==> src/rtl/trig_stamp_pkg.sv <==
package trig_stamp_pkg;
  localparam int unsigned WORD_W       = 32;
  localparam int unsigned POL_LSB      = 8;
  localparam int unsigned EVT_LSB      = 24;
  localparam int unsigned OFS_CTRL     = 0;
  localparam int unsigned OFS_EVENT    = 1;
  localparam int unsigned OFS_MASK     = 2;
  localparam int unsigned OFS_CAP_BASE = 3;
endpackage

==> src/rtl/trig_sync_edge.sv <==
module trig_sync_edge #(
  parameter int unsigned STAGES = 2
) (
  input  logic clk,
  input  logic rst,
  input  logic async_in,
  input  logic fall_sel,
  output logic edge_pulse
);
  logic [STAGES-1:0] chain;
  logic              last_lvl;
  logic              synced;

  always_ff @(posedge clk) begin
    if (rst) begin
      chain    <= '0;
      last_lvl <= 1'b0;
    end else begin
      chain    <= {chain[STAGES-2:0], async_in};
      last_lvl <= chain[STAGES-1];
    end
  end

  assign synced     = chain[STAGES-1];
  assign edge_pulse = fall_sel ? (last_lvl & ~synced) : (synced & ~last_lvl);

  AST_RISE_NOT_BACK_TO_BACK: assert property (@(posedge clk) disable iff (rst)
    (edge_pulse && !fall_sel) |=> !(edge_pulse && !fall_sel));
endmodule

==> src/rtl/trig_capture.sv <==
module trig_capture #(
  parameter int unsigned TIME_W = 64,
  parameter int unsigned WORD_W = 32
) (
  input  logic              clk,
  input  logic              rst,
  input  logic              stb,
  input  logic [TIME_W-1:0] time_now,
  input  logic              hi_read,
  output logic [WORD_W-1:0] word_hi,
  output logic [WORD_W-1:0] word_lo_held
);
  logic [TIME_W-1:0] snap;
  logic [WORD_W-1:0] lo_hold;

  always_ff @(posedge clk) begin
    if (rst) begin
      snap    <= '0;
      lo_hold <= '0;
    end else begin
      if (stb)     snap    <= time_now;
      if (hi_read) lo_hold <= snap[WORD_W-1:0];
    end
  end

  assign word_hi      = snap[TIME_W-1:WORD_W];
  assign word_lo_held = lo_hold;

  AST_SNAP_LOAD: assert property (@(posedge clk) disable iff (rst)
    stb |=> (snap == $past(time_now)));
  AST_SNAP_HOLD: assert property (@(posedge clk) disable iff (rst)
    !stb |=> $stable(snap));
  AST_LO_PAIR: assert property (@(posedge clk) disable iff (rst)
    hi_read |=> (lo_hold == $past(snap[WORD_W-1:0])));
endmodule

==> src/rtl/trig_event_ctrl.sv <==
module trig_event_ctrl #(
  parameter int unsigned NCH = 2
) (
  input  logic           clk,
  input  logic           rst,
  input  logic [NCH-1:0] set_vec,
  input  logic           clr_we,
  input  logic [NCH-1:0] clr_vec,
  input  logic           mask_we,
  input  logic [NCH-1:0] mask_vec,
  output logic [NCH-1:0] evt,
  output logic [NCH-1:0] mask,
  output logic           irq
);
  logic [NCH-1:0] clr_eff;

  assign clr_eff = clr_we ? clr_vec : '0;

  always_ff @(posedge clk) begin
    if (rst) begin
      evt  <= '0;
      mask <= '0;
    end else begin
      evt <= (evt & ~clr_eff) | set_vec;
      if (mask_we) mask <= mask_vec;
    end
  end

  assign irq = |(evt & mask);

  for (genvar i = 0; i < NCH; i++) begin : g_chk
    AST_EVT_STICKY: assert property (@(posedge clk) disable iff (rst)
      (evt[i] && !(clr_we && clr_vec[i])) |=> evt[i]);
    AST_SET_WINS: assert property (@(posedge clk) disable iff (rst)
      set_vec[i] |=> evt[i]);
  end
endmodule

==> src/rtl/trig_stamp_unit.sv <==
module trig_stamp_unit
  import trig_stamp_pkg::*;
#(
  parameter int unsigned NCH         = 2,
  parameter int unsigned TIME_W      = 64,
  parameter int unsigned SYNC_STAGES = 2,
  parameter int unsigned ADDR_W      = $clog2(OFS_CAP_BASE + 2 * NCH + 1)
) (
  input  logic              clk,
  input  logic              rst,
  input  logic [NCH-1:0]    trig_in,
  input  logic [TIME_W-1:0] time_now,
  input  logic              cfg_wr_en,
  input  logic              cfg_rd_en,
  input  logic [ADDR_W-1:0] cfg_addr,
  input  logic [WORD_W-1:0] cfg_wdata,
  output logic [WORD_W-1:0] cfg_rdata,
  output logic              irq
);
  localparam logic [ADDR_W-1:0] A_CTRL  = ADDR_W'(OFS_CTRL);
  localparam logic [ADDR_W-1:0] A_EVENT = ADDR_W'(OFS_EVENT);
  localparam logic [ADDR_W-1:0] A_MASK  = ADDR_W'(OFS_MASK);

  logic [NCH-1:0]    pol;
  logic [NCH-1:0]    edge_hit;
  logic [NCH-1:0]    hi_rd;
  logic [NCH-1:0]    evt;
  logic [NCH-1:0]    mask;
  logic [WORD_W-1:0] cap_hi [NCH];
  logic [WORD_W-1:0] cap_lo [NCH];
  logic              ctrl_we;
  logic              unused_wdata;

  assign ctrl_we      = cfg_wr_en && (cfg_addr == A_CTRL);
  assign unused_wdata = ^cfg_wdata;

  always_ff @(posedge clk) begin
    if (rst)          pol <= '0;
    else if (ctrl_we) pol <= cfg_wdata[POL_LSB +: NCH];
  end

  for (genvar c = 0; c < NCH; c++) begin : g_ch
    assign hi_rd[c] = cfg_rd_en && (cfg_addr == ADDR_W'(OFS_CAP_BASE + 2 * c));

    trig_sync_edge #(.STAGES(SYNC_STAGES)) u_sync (
      .clk(clk), .rst(rst), .async_in(trig_in[c]), .fall_sel(pol[c]),
      .edge_pulse(edge_hit[c])
    );

    trig_capture #(.TIME_W(TIME_W), .WORD_W(WORD_W)) u_cap (
      .clk(clk), .rst(rst), .stb(edge_hit[c]), .time_now(time_now),
      .hi_read(hi_rd[c]), .word_hi(cap_hi[c]), .word_lo_held(cap_lo[c])
    );
  end

  trig_event_ctrl #(.NCH(NCH)) u_evt (
    .clk(clk), .rst(rst), .set_vec(edge_hit),
    .clr_we(cfg_wr_en && (cfg_addr == A_EVENT)),
    .clr_vec(cfg_wdata[EVT_LSB +: NCH]),
    .mask_we(cfg_wr_en && (cfg_addr == A_MASK)),
    .mask_vec(cfg_wdata[EVT_LSB +: NCH]),
    .evt(evt), .mask(mask), .irq(irq)
  );

  always_comb begin
    cfg_rdata = '0;
    if (cfg_addr == A_CTRL)  cfg_rdata[POL_LSB +: NCH] = pol;
    if (cfg_addr == A_EVENT) cfg_rdata[EVT_LSB +: NCH] = evt;
    if (cfg_addr == A_MASK)  cfg_rdata[EVT_LSB +: NCH] = mask;
    for (int c = 0; c < NCH; c++) begin
      if (cfg_addr == ADDR_W'(OFS_CAP_BASE + 2 * c))     cfg_rdata = cap_hi[c];
      if (cfg_addr == ADDR_W'(OFS_CAP_BASE + 2 * c + 1)) cfg_rdata = cap_lo[c];
    end
  end

  AST_POL_HOLD: assert property (@(posedge clk) disable iff (rst)
    !ctrl_we |=> $stable(pol));
  AST_IRQ_NEEDS_FLAG: assert property (@(posedge clk) disable iff (rst)
    (evt == '0) |-> !irq);
endmodule

==> config.mk <==
export PLATFORM = sky130hd
export DESIGN_NAME = trig_stamp_unit
export DESIGN_NICKNAME = d
export VERILOG_FILES = /design/src/rtl/trig_stamp_pkg.sv /design/src/rtl/trig_sync_edge.sv /design/src/rtl/trig_capture.sv /design/src/rtl/trig_event_ctrl.sv /design/src/rtl/trig_stamp_unit.sv
export SDC_FILE = /design/constraint.sdc
export NUM_CORES = 1
export LEC_CHECK = 0
export ABC_AREA = 1
export BUFFER_PORTS_ARGS = -buffer_cell sky130_fd_sc_hd__buf_2
export CAP_MARGIN = 20
export CELL_PAD_IN_SITES_DETAIL_PLACEMENT = 1
export CELL_PAD_IN_SITES_GLOBAL_PLACEMENT = 1
export CORE_ASPECT_RATIO = 1.4
export CORE_MARGIN = 8
export CORE_UTILIZATION = 40
export CTS_CLUSTER_DIAMETER = 120
export DETAILED_ROUTE_END_ITERATION = 10
export PLACE_DENSITY_LB_ADDON = 0.1
export RECOVER_POWER = 50
export SYNTH_ARGS = -nofsm -noshare
export SYNTH_HDL_FRONTEND = slang
export SYNTH_SLANG_ARGS = --single-unit
==> constraint.sdc <==
create_clock -name clk -period 1.6 [get_ports clk]
set_input_delay 0.32 -clock clk [delete_from_list [all_inputs] [get_ports clk]]
set_output_delay 0.32 -clock clk [all_outputs]
set_load 0.005 [all_outputs]
==> results of run 1 <==
==> synthesized netlist by cell type, drive strengths merged <==
cell type,count,area [µm²]
nand2,177,669
nand3,37,185
nor2,307,1170
buf,32,153
dfxtp,204,4080
o21ai,170,851
a21oi,36,180
clkbuf,50,188
a22o,1,8.76
inv,22,82.6
nor3,33,170
nand4,32,200
==> kinds of logic after synthesis <==
logic type,after synthesis
and+or+nand+nor,586
AOI/OAI and AO/OA,207
DFF,204
buffers and inverters,104
==> final timing paths <==
check | from | slack, ns | end
setup / recovery | cfg_addr[2] | -0.08 | cfg_rdata[8]
hold / removal | trig_in[1] | 0.04 | g_ch[1].u_sync.chain[0]
setup reg to reg | pol[0] | 0.08 | g_ch[0].u_cap.snap[22]
hold reg to reg | g_ch[1].u_sync.chain[0] | 0.41 | g_ch[1].u_sync.chain[1]
==> registers in the layout (all words and copies together) (netlist names) <==
signal / cells
g_ch.u_cap.snap: 128
g_ch.u_cap.word_lo_held: 64
g_ch.u_sync.chain: 4
g_ch.u_sync.last_lvl: 2
pol: 2
u_evt.evt: 2
u_evt.mask: 2
==> per-stage QoR <==
stage           util  setup slack, ns
3_5_place_dp   0.454           -0.146
5_1_grt        0.511           -0.150
4_1_cts        0.490          -0.0530
3_3_place_gp   0.454           -0.134
2_1_floorplan      -            0.131
6_report       0.511          -0.0781
==> metal layers <==
metal	routed length (µm)	vias up
li1	-	3818
met3	1490	43
met4	597	2
met1	11600	3730
met5	13	-
met2	14600	158
==> worst max-delay path: stages <==
cell and delay, ns:
buf_8 0.10, buf_8 0.13, nor2_4 0.18, buf_4 0.16, buf_12 0.13, nand2_1 0.05, nand2_1 0.05, nand2_1 0.04
nand3_1 0.07, buf_2 0.12
==> power breakdown <==
group	total, mW	leakage, nW	internal (mW)	switching [mW]
logic	1.03	2.48	0.389	0.639
clock network	4.54	0.309	2.60	1.94
registers	5.43	1.66	5.31	0.117
total	11.0	4.45	8.30	2.69
==> cell usage in the layout (no fill, tap or decap), types with 5 or more instances in the layout <==
cell	synthesis	layout
nand3_1	37	37
a21oi_1	36	36
buf_12	0	9
buf_4	0	36
buf_6	0	9
o21ai_1	20	20
clkbuf_2	0	6
nor2_1	304	303
nand2_2	2	17
inv_1	21	17
nor3_1	32	32
o21ai_0	150	149
nand4_1	32	32
clkbuf_8	0	5
clkbuf_16	0	28
dfxtp_1	204	202
buf_2	26	105
nand2_1	175	155
==> cell type report <==
class	instances	area (µm²)
Clock buffer	28	602
Multi-Input combinational cell	793	3540
Sequential cell	204	4090
Clock inverter	3	15.0
Fill cell	2461	9630
Inverter	22	111
Timing Repair Buffer	180	1390
Tap cell	252	315
==> what timing repair did <==
item,4_1_cts,5_1_grt
hold buffers,0,0
gates resized for setup,18,53
endpoints found under the setup margin,32,33
pin swaps,6,15
buffers inserted,3,13
gates cloned,2,9
==> out/metrics.json, run 1 <==
{
  "grt_pass1_vias": {"value": 8128},
  "worst_slack_setup_final": {"value": -0.0781, "unit": "ns"},
  "maximum_number_of_pins_on_one_net_before_global_route_repair": {"value": 56},
  "initial_drt_markers": {"value": 509},
  "placed_area": {"value": 8930, "unit": "µm²"},
  "netlist-cell-type-count": {"value": 18},
  "synth_top_family_by_area": {"value": "simple AND/OR/NAND/NOR gates"},
  "postSynthNetCount": {"value": 1206},
  "worst_case_vdd_ir_drop": {"value": 0.000826, "unit": "V"},
  "wire_length_of_the_first_global_routing_pass": {"value": 42800, "unit": "µm"},
  "cts.sink_count": {"value": 204},
  "placedCellCount": {"value": 1424},
  "vias_after_detailed_routing": {"value": 7751},
  "cts_root_buffer": {"value": "clkbuf_16"},
  "port_buffers": {"value": 109},
  "worst_hold_path.num_cells": {"value": 3},
  "ys_seq_elements": {"value": 204},
  "use_met1": {"value": 0.252},
  "muxShareOfSynthArea": {"value": 0},
  "timing.final.crit_share": {"value": 1.05},
  "chipWidth": {"value": 135, "unit": "µm"},
  "crit_path_start_kind": {"value": "primary input"},
  "synthSimpleGateAreaFrac": {"value": 0.302},
  "area_growth": {"value": 26.7, "unit": "%"},
  "clkTransAtPathRegs": {"value": 0.06, "unit": "ns"},
  "insertion_delay": {"value": 0.49, "unit": "ns"},
  "track_usage": {"value": 0.213},
  "power_density": {"value": 1090, "unit": "nW/µm²"},
  "grt_util_met3": {"value": 0.0318},
  "post-route-cell-area": {"value": 10100, "unit": "µm²"},
  "slew_viol_final": {"value": 0},
  "antenna-diode-count": {"value": 0},
  "drcViolationCount": {"value": 0},
  "floorplan.die.height": {"value": 183, "unit": "µm"},
  "tns": {"value": -0.753, "unit": "ns"},
  "period_needed": {"value": 1.68, "unit": "ns"},
  "drt_pre_antenna_iters": {"value": 4},
  "timing.critical_path.fanout_max": {"value": 8},
  "die_area": {"value": 24700, "unit": "µm²"},
  "floorplan.core_area": {"value": 19700, "unit": "µm²"},
  "hold_path_class": {"value": "in -> reg"},
  "detailed_place_hpwl": {"value": 16500, "unit": "µm"},
  "number_of_standard_cells_after_synthesis": {"value": 1101},
  "grt-busiest-layer": {"value": "met2"},
  "design.final.nets": {"value": 1327},
  "post_synth_xor_area_fraction": {"value": 0},
  "synthesis.yosys.warnings": {"value": 0},
  "synth-adder-area-share": {"value": 0},
  "setup-violations-final": {"value": 21},
  "cts.path.max_buffers": {"value": 3},
  "layoutNonFillerInstCount": {"value": 1482},
  "worstSetupEndpointType": {"value": "output port"},
  "routed_wl": {"value": 28300, "unit": "µm"},
  "starting_utilization_of_the_core_area": {"value": 0.404},
  "max_slew.worst_pin.slew": {"value": 0.974, "unit": "ns"},
  "fin_total_pwr": {"value": 11.0, "unit": "mW"},
  "part_of_the_yosys_area_used_for_sequential_elements": {"value": 0.514},
  "pin_count": {"value": 138},
  "global_route.usage.met2": {"value": 0.394},
  "grt_setup_unrepaired": {"value": "true"},
  "globalRoute.totalOverflow": {"value": 0},
  "max_clock_freq": {"value": 596, "unit": "MHz"},
  "clock_skew": {"value": 0.0133, "unit": "ns"},
  "post_synthesis_compound_gate_area_fraction": {"value": 0.131},
  "leakage": {"value": 4.45, "unit": "nW"},
  "syn_area": {"value": 7950, "unit": "µm²"},
  "drtAntennaViolNets": {"value": 0},
  "timing.slew.headroom": {"value": 0.351},
  "worst_hold_slack": {"value": 0.0405, "unit": "ns"},
  "vias_per_cell": {"value": 5.23},
  "cp.required": {"value": 1.28, "unit": "ns"},
  "violations": {"value": "negative setup slack"},
  "synthesis.area_per_instance": {"value": 7.22, "unit": "µm²"},
  "result_of_the_run": {"value": "complete, but fails checks"},
  "timing.final.hold_violations": {"value": 0},
  "globalplace.congestion": {"value": 0.748},
  "inserted_clock_buffers": {"value": 21},
  "fraction_of_final_layout_cells_sized_beyond_drive_strength_1": {"value": 0.198},
  "arrival": {"value": 1.36, "unit": "ns"},
  "cts_tree": {"value": "done"},
  "r2r_cells": {"value": 7},
  "fp-row-count": {"value": 61},
  "critical_path_class": {"value": "in -> out"},
  "post_drt_wl_per_cell": {"value": 19.1, "unit": "µm"},
  "h-tree-depth": {"value": 1},
  "antenna_found_initial": {"value": 1},
  "max_cap_violations": {"value": 0}
}
Note: power is estimated with default switching activity, not from simulation.
==> run 2, diff against run 1 <==
Settings changed: SETUP_SLACK_MARGIN set to 0.05.
==> run 2 against run 1 <==
  * Combinational power about the same
  * Highest routed layer unchanged
  * Largest cell class unchanged
  * Worst setup slack worse by 0.022 ns
  * Non-clock buffer count up 2
  * Sequential share of layout area fell by 0.73 points
  * Die area unchanged
  * The flow still finishes with violations (negative setup slack)
  * Largest power group unchanged
  * Critical path type unchanged
==> out/metrics.json, run 2 (same netlist as run 1, synthesis figures left out) <==
{
  "layoutNonFillerInstCount": {"value": 1484},
  "crit_path_start_kind": {"value": "primary input"},
  "result_of_the_run": {"value": "complete, but fails checks"},
  "violations": {"value": "negative setup slack"},
  "clkTransAtPathRegs": {"value": 0.06, "unit": "ns"},
  "most_frequent_standard_cell_in_the_layout_excluding_fill_and_tap_cells": {"value": "nor2_1"},
  "vias_after_detailed_routing": {"value": 7827},
  "slew_viol_final": {"value": 0},
  "floorplan.die.height": {"value": 183, "unit": "µm"},
  "filler_cell_count": {"value": 2439},
  "timing.critical_path.fanout_max": {"value": 7},
  "max_slew.worst_pin.slew": {"value": 0.976, "unit": "ns"},
  "timing.final.hold_violations": {"value": 0},
  "initial_drt_markers": {"value": 497},
  "multiInputGateArea": {"value": 3660, "unit": "µm²"},
  "drcViolationCount": {"value": 0},
  "timing.final.crit_share": {"value": 1.06},
  "hold_path_class": {"value": "in -> reg"},
  "max_clock_freq": {"value": 588, "unit": "MHz"},
  "regToRegSetupSlack": {"value": 0.05, "unit": "ns"},
  "worst_slack_setup_final": {"value": -0.100, "unit": "ns"},
  "critical_path_class": {"value": "in -> out"},
  "area_growth": {"value": 29.0, "unit": "%"},
  "worstSetupEndpointType": {"value": "output port"},
  "registers.top_by_ff_count": {"value": "g_ch.u_cap.snap"},
  "setup-violations-final": {"value": 21},
  "cp.required": {"value": 1.28, "unit": "ns"},
  "design.final.nets": {"value": 1329},
  "worst_case_vdd_ir_drop": {"value": 0.000841, "unit": "V"},
  "track_usage": {"value": 0.213},
  "cts.path.max_buffers": {"value": 3},
  "starting_utilization_of_the_core_area": {"value": 0.404},
  "mostFrequentLayoutCells": {"value": "nor2_1 (303), dfxtp_1 (202), o21ai_0 (149), nand2_1 (132), buf_2 (105)"},
  "arrival": {"value": 1.38, "unit": "ns"},
  "inserted_clock_buffers": {"value": 21},
  "maximum_number_of_pins_on_one_net_before_global_route_repair": {"value": 56},
  "cts_root_buffer": {"value": "clkbuf_16"},
  "leakage": {"value": 4.66, "unit": "nW"},
  "timing.slew.headroom": {"value": 0.349},
  "power_density": {"value": 1080, "unit": "nW/µm²"},
  "wire_length_of_the_first_global_routing_pass": {"value": 42800, "unit": "µm"},
  "placedCellCount": {"value": 1424},
  "vias_per_cell": {"value": 5.27},
  "clock_skew": {"value": 0.0159, "unit": "ns"},
  "drtAntennaViolNets": {"value": 0},
  "h-tree-depth": {"value": 1},
  "fraction_of_final_layout_cells_sized_beyond_drive_strength_1": {"value": 0.218},
  "drt_pre_antenna_iters": {"value": 4},
  "die_area": {"value": 24700, "unit": "µm²"},
  "period_needed": {"value": 1.70, "unit": "ns"},
  "globalplace.congestion": {"value": 0.748},
  "cts.sink_count": {"value": 204},
  "pin_count": {"value": 138},
  "grt_setup_unrepaired": {"value": "true"},
  "globalRoute.totalOverflow": {"value": 0},
  "fin_total_pwr": {"value": 11.1, "unit": "mW"},
  "routed_wl": {"value": 28900, "unit": "µm"},
  "port_buffers": {"value": 109},
  "cts_tree": {"value": "done"},
  "worst_hold_slack": {"value": 0.0394, "unit": "ns"},
  "antenna-diode-count": {"value": 0},
  "flip_flop_count_of_the_largest_register_all_copies_and_words_added": {"value": 128},
  "max_cap_violations": {"value": 0},
  "grt_pass1_vias": {"value": 8121},
  "post_drt_wl_per_cell": {"value": 19.5, "unit": "µm"},
  "area.sequential": {"value": 4090, "unit": "µm²"},
  "fp-row-count": {"value": 61},
  "detailed_place_hpwl": {"value": 16500, "unit": "µm"},
  "floorplan.core_area": {"value": 19700, "unit": "µm²"},
  "place_ws": {"value": -0.146, "unit": "ns"},
  "insertion_delay": {"value": 0.49, "unit": "ns"},
  "chipWidth": {"value": 135, "unit": "µm"},
  "antenna_found_initial": {"value": 1}
}
[run 2: changes by cell type in the layout (fill, tap and decap cells not counted), sizes merged]
cell    before  now
clkbuf      45   47
[run 2: final timing paths]
path,depth (start not counted),to,start
worst max register to register,7,g_ch[0].u_cap.snap[22],pol[0]
worst max-delay path,8,cfg_rdata[31],cfg_addr[2]
worst min-delay path,3,g_ch[1].u_sync.chain[0],trig_in[1]
worst min register to register,2,g_ch[1].u_sync.chain[1],g_ch[1].u_sync.chain[0]
[run 2: layer usage]
layer,track usage,part of all wire
met1,0.252,0.42
met2,0.394,0.51
met3,0.0318,0.046
met4,0.0468,0.021
met5,0,0.00038
[run 2: layout make-up]
class | count | share of cell area
flip-flops and latches | 204 | 0.399
clock buffers | 28 | 0.0587
clock inverters | 3 | 0.00147
repair buffers | 182 | 0.142
well taps | 252 | 0.0308
inverters | 22 | 0.0109
multi-input cells | 793 | 0.357
[run 2: metrics by stage]
stage / instance area [µm²] / util / setup TNS (ns)
final: 10200 / 0.520 / -0.804
after global routing: 10200 / 0.520 / -4.25
after CTS: 9660 / 0.490 / -0.628
after detailed placement: 8930 / 0.454 / -3.76
after global placement: 8930 / 0.454 / -3.59
after floorplan: 7950 / - / 0
[run 2: worst max-delay path: stages]
cell and delay (ns):
buf_8 0.10, buf_8 0.13, nor2_4 0.19, buf_6 0.15, clkbuf_16 0.18, nand2_1 0.06, nand4_1 0.12, buf_2 0.13
[run 2: power breakdown]
| group | internal [mW] | switching, mW |
|---|---|---|
| clock | 2.60 | 1.96 |
| combinational | 0.403 | 0.655 |
| sequential | 5.31 | 0.128 |
| total | 8.32 | 2.75 |
[run 2: what timing repair did]
action                                  4_1_cts  5_1_grt
endpoints found under the hold margin         0        0
gates resized for setup                      18       92
cloned                                        2       11
endpoints found under the setup margin       32       33
buffers inserted                              3       13
hold buffers                                  0        0
pin swaps                                     6       24
==> run 3, diff against run 2 <==
Settings changed: SYNTH_HIERARCHICAL set to 1.
==> run 3 against run 2 <==
  * The flow still finishes with violations (negative setup slack)
  * Sequential cell count is the same
  * Clock power grew 9.9%
  * Maximum frequency shrank 5.5%
  * Worst hold slack lost 0.011 ns
  * Cell count grew 30%
  * Sequential power is essentially flat
  * Synthesized area grew 24%
  * Clock-buffer cell count grew 7
  * Sequential share of layout area shrank 4.4 points
  * Synthesized cell count grew 40%
  * Routed wire length shrank 1.9%
  * Die area grew 21%
  * Largest cell class unchanged
==> out/metrics.json, run 3 <==
{
  "result_of_the_run": {"value": "complete, but fails checks"},
  "violations": {"value": "negative setup slack"},
  "synthesis.area_per_instance": {"value": 6.35, "unit": "µm²"},
  "async_reset_ff_frac": {"value": 0},
  "clkTransAtPathRegs": {"value": 0.06, "unit": "ns"},
  "netSwitchingPower": {"value": 2.98, "unit": "mW"},
  "leakage": {"value": 5.73, "unit": "nW"},
  "area_growth": {"value": 17.7, "unit": "%"},
  "tns": {"value": -4.37, "unit": "ns"},
  "place_ws": {"value": -0.226, "unit": "ns"},
  "pin_count": {"value": 138},
  "vias_per_cell": {"value": 4.48},
  "worst_hold_slack": {"value": 0.0282, "unit": "ns"},
  "postSynthNetCount": {"value": 1650},
  "period_needed": {"value": 1.80, "unit": "ns"},
  "post-route-cell-area": {"value": 11600, "unit": "µm²"},
  "starting_utilization_of_the_core_area": {"value": 0.402},
  "setup-violations-final": {"value": 32},
  "cts.sink_count": {"value": 204},
  "timing.final.hold_violations": {"value": 0},
  "synth-edff-count": {"value": 0},
  "inserted_clock_buffers": {"value": 22},
  "floorplan.die.height": {"value": 201, "unit": "µm"},
  "flip_flop_count_of_the_largest_register_all_copies_and_words_added": {"value": 128},
  "crit_path_start_kind": {"value": "flop"},
  "drcViolationCount": {"value": 0},
  "ys_seq_elements": {"value": 204},
  "critical_path_class": {"value": "reg -> out"},
  "critical_path.reg2reg.endpoint": {"value": "g_ch[1].u_cap/snap[59]"},
  "hold_start": {"value": "trig_in[1]"},
  "cp.required": {"value": 1.28, "unit": "ns"},
  "globalplace.congestion": {"value": 0.822},
  "clock_skew": {"value": 0.0125, "unit": "ns"},
  "max_clock_freq": {"value": 556, "unit": "MHz"},
  "grt_setup_unrepaired": {"value": "true"},
  "synth_largest_type_area_fraction": {"value": 0.416},
  "max_slew.worst_pin.slew": {"value": 0.638, "unit": "ns"},
  "holdPathEnd": {"value": "g_ch[1].u_sync/chain[0]"},
  "synth_flop_cell": {"value": "dfxtp_1"},
  "worst_slack_setup_final": {"value": -0.199, "unit": "ns"},
  "synth.cells.most_frequent": {"value": "nand2_1 (535), nor2_1 (392), inv_1 (212), dfxtp_1 (204), buf_4 (89)"},
  "track_usage": {"value": 0.193},
  "regToRegSetupSlack": {"value": 0.14, "unit": "ns"},
  "pwr-share-comb": {"value": 0.113},
  "vias_after_detailed_routing": {"value": 8646},
  "wire_length_of_the_first_global_routing_pass": {"value": 47100, "unit": "µm"},
  "worstSetupEndpointType": {"value": "output port"},
  "critical_path.reg2reg.startpoint": {"value": "pol[1]"},
  "h-tree-depth": {"value": 1},
  "die_area": {"value": 29900, "unit": "µm²"},
  "power_density": {"value": 1020, "unit": "nW/µm²"},
  "registers.top_by_ff_count": {"value": "g_ch.u_cap/snap"},
  "internal_power": {"value": 8.83, "unit": "mW"},
  "hold_path_class": {"value": "in -> reg"},
  "arrival": {"value": 1.48, "unit": "ns"},
  "cts_root_buffer": {"value": "clkbuf_16"},
  "worst_hold_path.num_cells": {"value": 3},
  "power_switching_share": {"value": 0.253},
  "post_drt_wl_per_cell": {"value": 14.7, "unit": "µm"},
  "synth.area.top_cells": {"value": "dfxtp_1 (42%), nand2_1 (20%), nor2_1 (15%)"},
  "antenna_found_initial": {"value": 0},
  "postCtsHoldBufs": {"value": 0},
  "port_buffers": {"value": 109},
  "antenna-diode-count": {"value": 0},
  "part_of_the_yosys_area_used_for_sequential_elements": {"value": 0.416},
  "timing.final.crit_share": {"value": 1.12},
  "floorplan.core_area": {"value": 24400, "unit": "µm²"},
  "design.final.nets": {"value": 1706},
  "maximum_number_of_pins_on_one_net_before_global_route_repair": {"value": 60},
  "chipWidth": {"value": 148, "unit": "µm"},
  "initial_drt_markers": {"value": 295},
  "insertion_delay": {"value": 0.50, "unit": "ns"},
  "max_cap_violations": {"value": 0},
  "power.clock.fraction": {"value": 0.424},
  "yosys.area.top_type": {"value": "dfxtp_1"},
  "placed_area": {"value": 10300, "unit": "µm²"},
  "most_frequent_standard_cell_in_the_layout_excluding_fill_and_tap_cells": {"value": "nand2_1"},
  "filler_cell_count": {"value": 3213},
  "cts_tree": {"value": "done"},
  "worst_case_vdd_ir_drop": {"value": 0.000757, "unit": "V"},
  "number_of_standard_cells_after_synthesis": {"value": 1545},
  "timing.slew.headroom": {"value": 0.571},
  "cts.path.max_buffers": {"value": 3},
  "fp-row-count": {"value": 68},
  "drt_pre_antenna_iters": {"value": 4},
  "drtAntennaViolNets": {"value": 0},
  "timing.critical_path.fanout_max": {"value": 2},
  "syn_area": {"value": 9820, "unit": "µm²"},
  "mostFrequentLayoutCells": {"value": "nand2_1 (498), nor2_1 (391), inv_1 (210), dfxtp_1 (199), buf_2 (105)"},
  "pwr-share-seq": {"value": 0.463},
  "synthesis.yosys.warnings": {"value": 6},
  "detailed_place_hpwl": {"value": 18600, "unit": "µm"},
  "grt_pass1_vias": {"value": 9111},
  "synth_most_common_cell": {"value": "nand2_1"},
  "netlist-cell-type-count": {"value": 17},
  "r2r_cells": {"value": 8},
  "slew_viol_final": {"value": 0},
  "routed_wl": {"value": 28300, "unit": "µm"},
  "fraction_of_final_layout_cells_sized_beyond_drive_strength_1": {"value": 0.162},
  "globalRoute.totalOverflow": {"value": 0}
}
run 3: metal layers:
layer / up-vias / wire (µm) / global-route usage
li1: 4514 / - / -
met3: 33 / 1040 / 0.0304
met4: 0 / 523 / 0.0490
met5: - / 0 / 0
met2: 114 / 14000 / 0.347
met1: 3985 / 12800 / 0.233
run 3: worst max-delay path by stage:
| stage | start | endpoint | cells after the start |
|---|---|---|---|
| after floorplan | cfg_addr[2] | g_ch[1].u_cap/word_lo_held[12] | 8 |
| after global placement | cfg_addr[1] | cfg_rdata[11] | 7 |
| after detailed placement | cfg_addr[1] | cfg_rdata[11] | 7 |
| after CTS | pol[1] | cfg_rdata[9] | 6 |
| after global routing | pol[1] | cfg_rdata[9] | 6 |
| final | pol[1] | cfg_rdata[9] | 6 |
run 3: cell families after synthesis:
group,Yosys count,share of synthesized area
compound gates,12,0.00612
buf+inv,356,0.192
simple gates,973,0.386
flops,204,0.416
run 3: layout make-up:
| class | count | area [µm²] | share of cell area |
|---|---|---|---|
| Sequential cell | 204 | 4090 | 0.354 |
| Tap cell | 315 | 394 | 0.0341 |
| Timing Repair Buffer | 172 | 1460 | 0.126 |
| Multi-Input combinational cell | 985 | 4070 | 0.352 |
| Clock buffer | 35 | 691 | 0.0598 |
| Inverter | 216 | 826 | 0.0715 |
| Clock inverter | 5 | 25.0 | 0.00217 |
run 3: critical path, stage by stage, from the launching register on:
cell and delay, ns:
dfxtp_4 0.35, o21ai_2 0.13, buf_4 0.14, nand2_2 0.04, o21ai_2 0.07, nand3_2 0.11
buf_2 0.15
run 3: metrics by stage:
step,power [mW],utilization,cells
6_report,11.8,0.473,1932
5_1_grt,12.4,0.473,1932
4_1_cts,12.0,0.476,1934
3_5_place_dp,6.80,0.422,1875
3_3_place_gp,6.76,0.422,1875
2_1_floorplan,6.47,-,1545
run 3: power by group through the flow:
stage,clock network [mW],registers (mW),logic [mW]
after global routing,5.35,5.50,1.52
after global placement,0,5.56,1.20
after CTS,5.16,5.46,1.38
after detailed placement,0,5.57,1.23
after floorplan,0,5.53,0.936
final,5.01,5.47,1.34
run 3: what timing repair did:
action,CTS,global route
gates cloned,7,0
resized for setup,92,24
buffers inserted,12,0
endpoints found under the setup margin,32,32
pin swaps,12,13
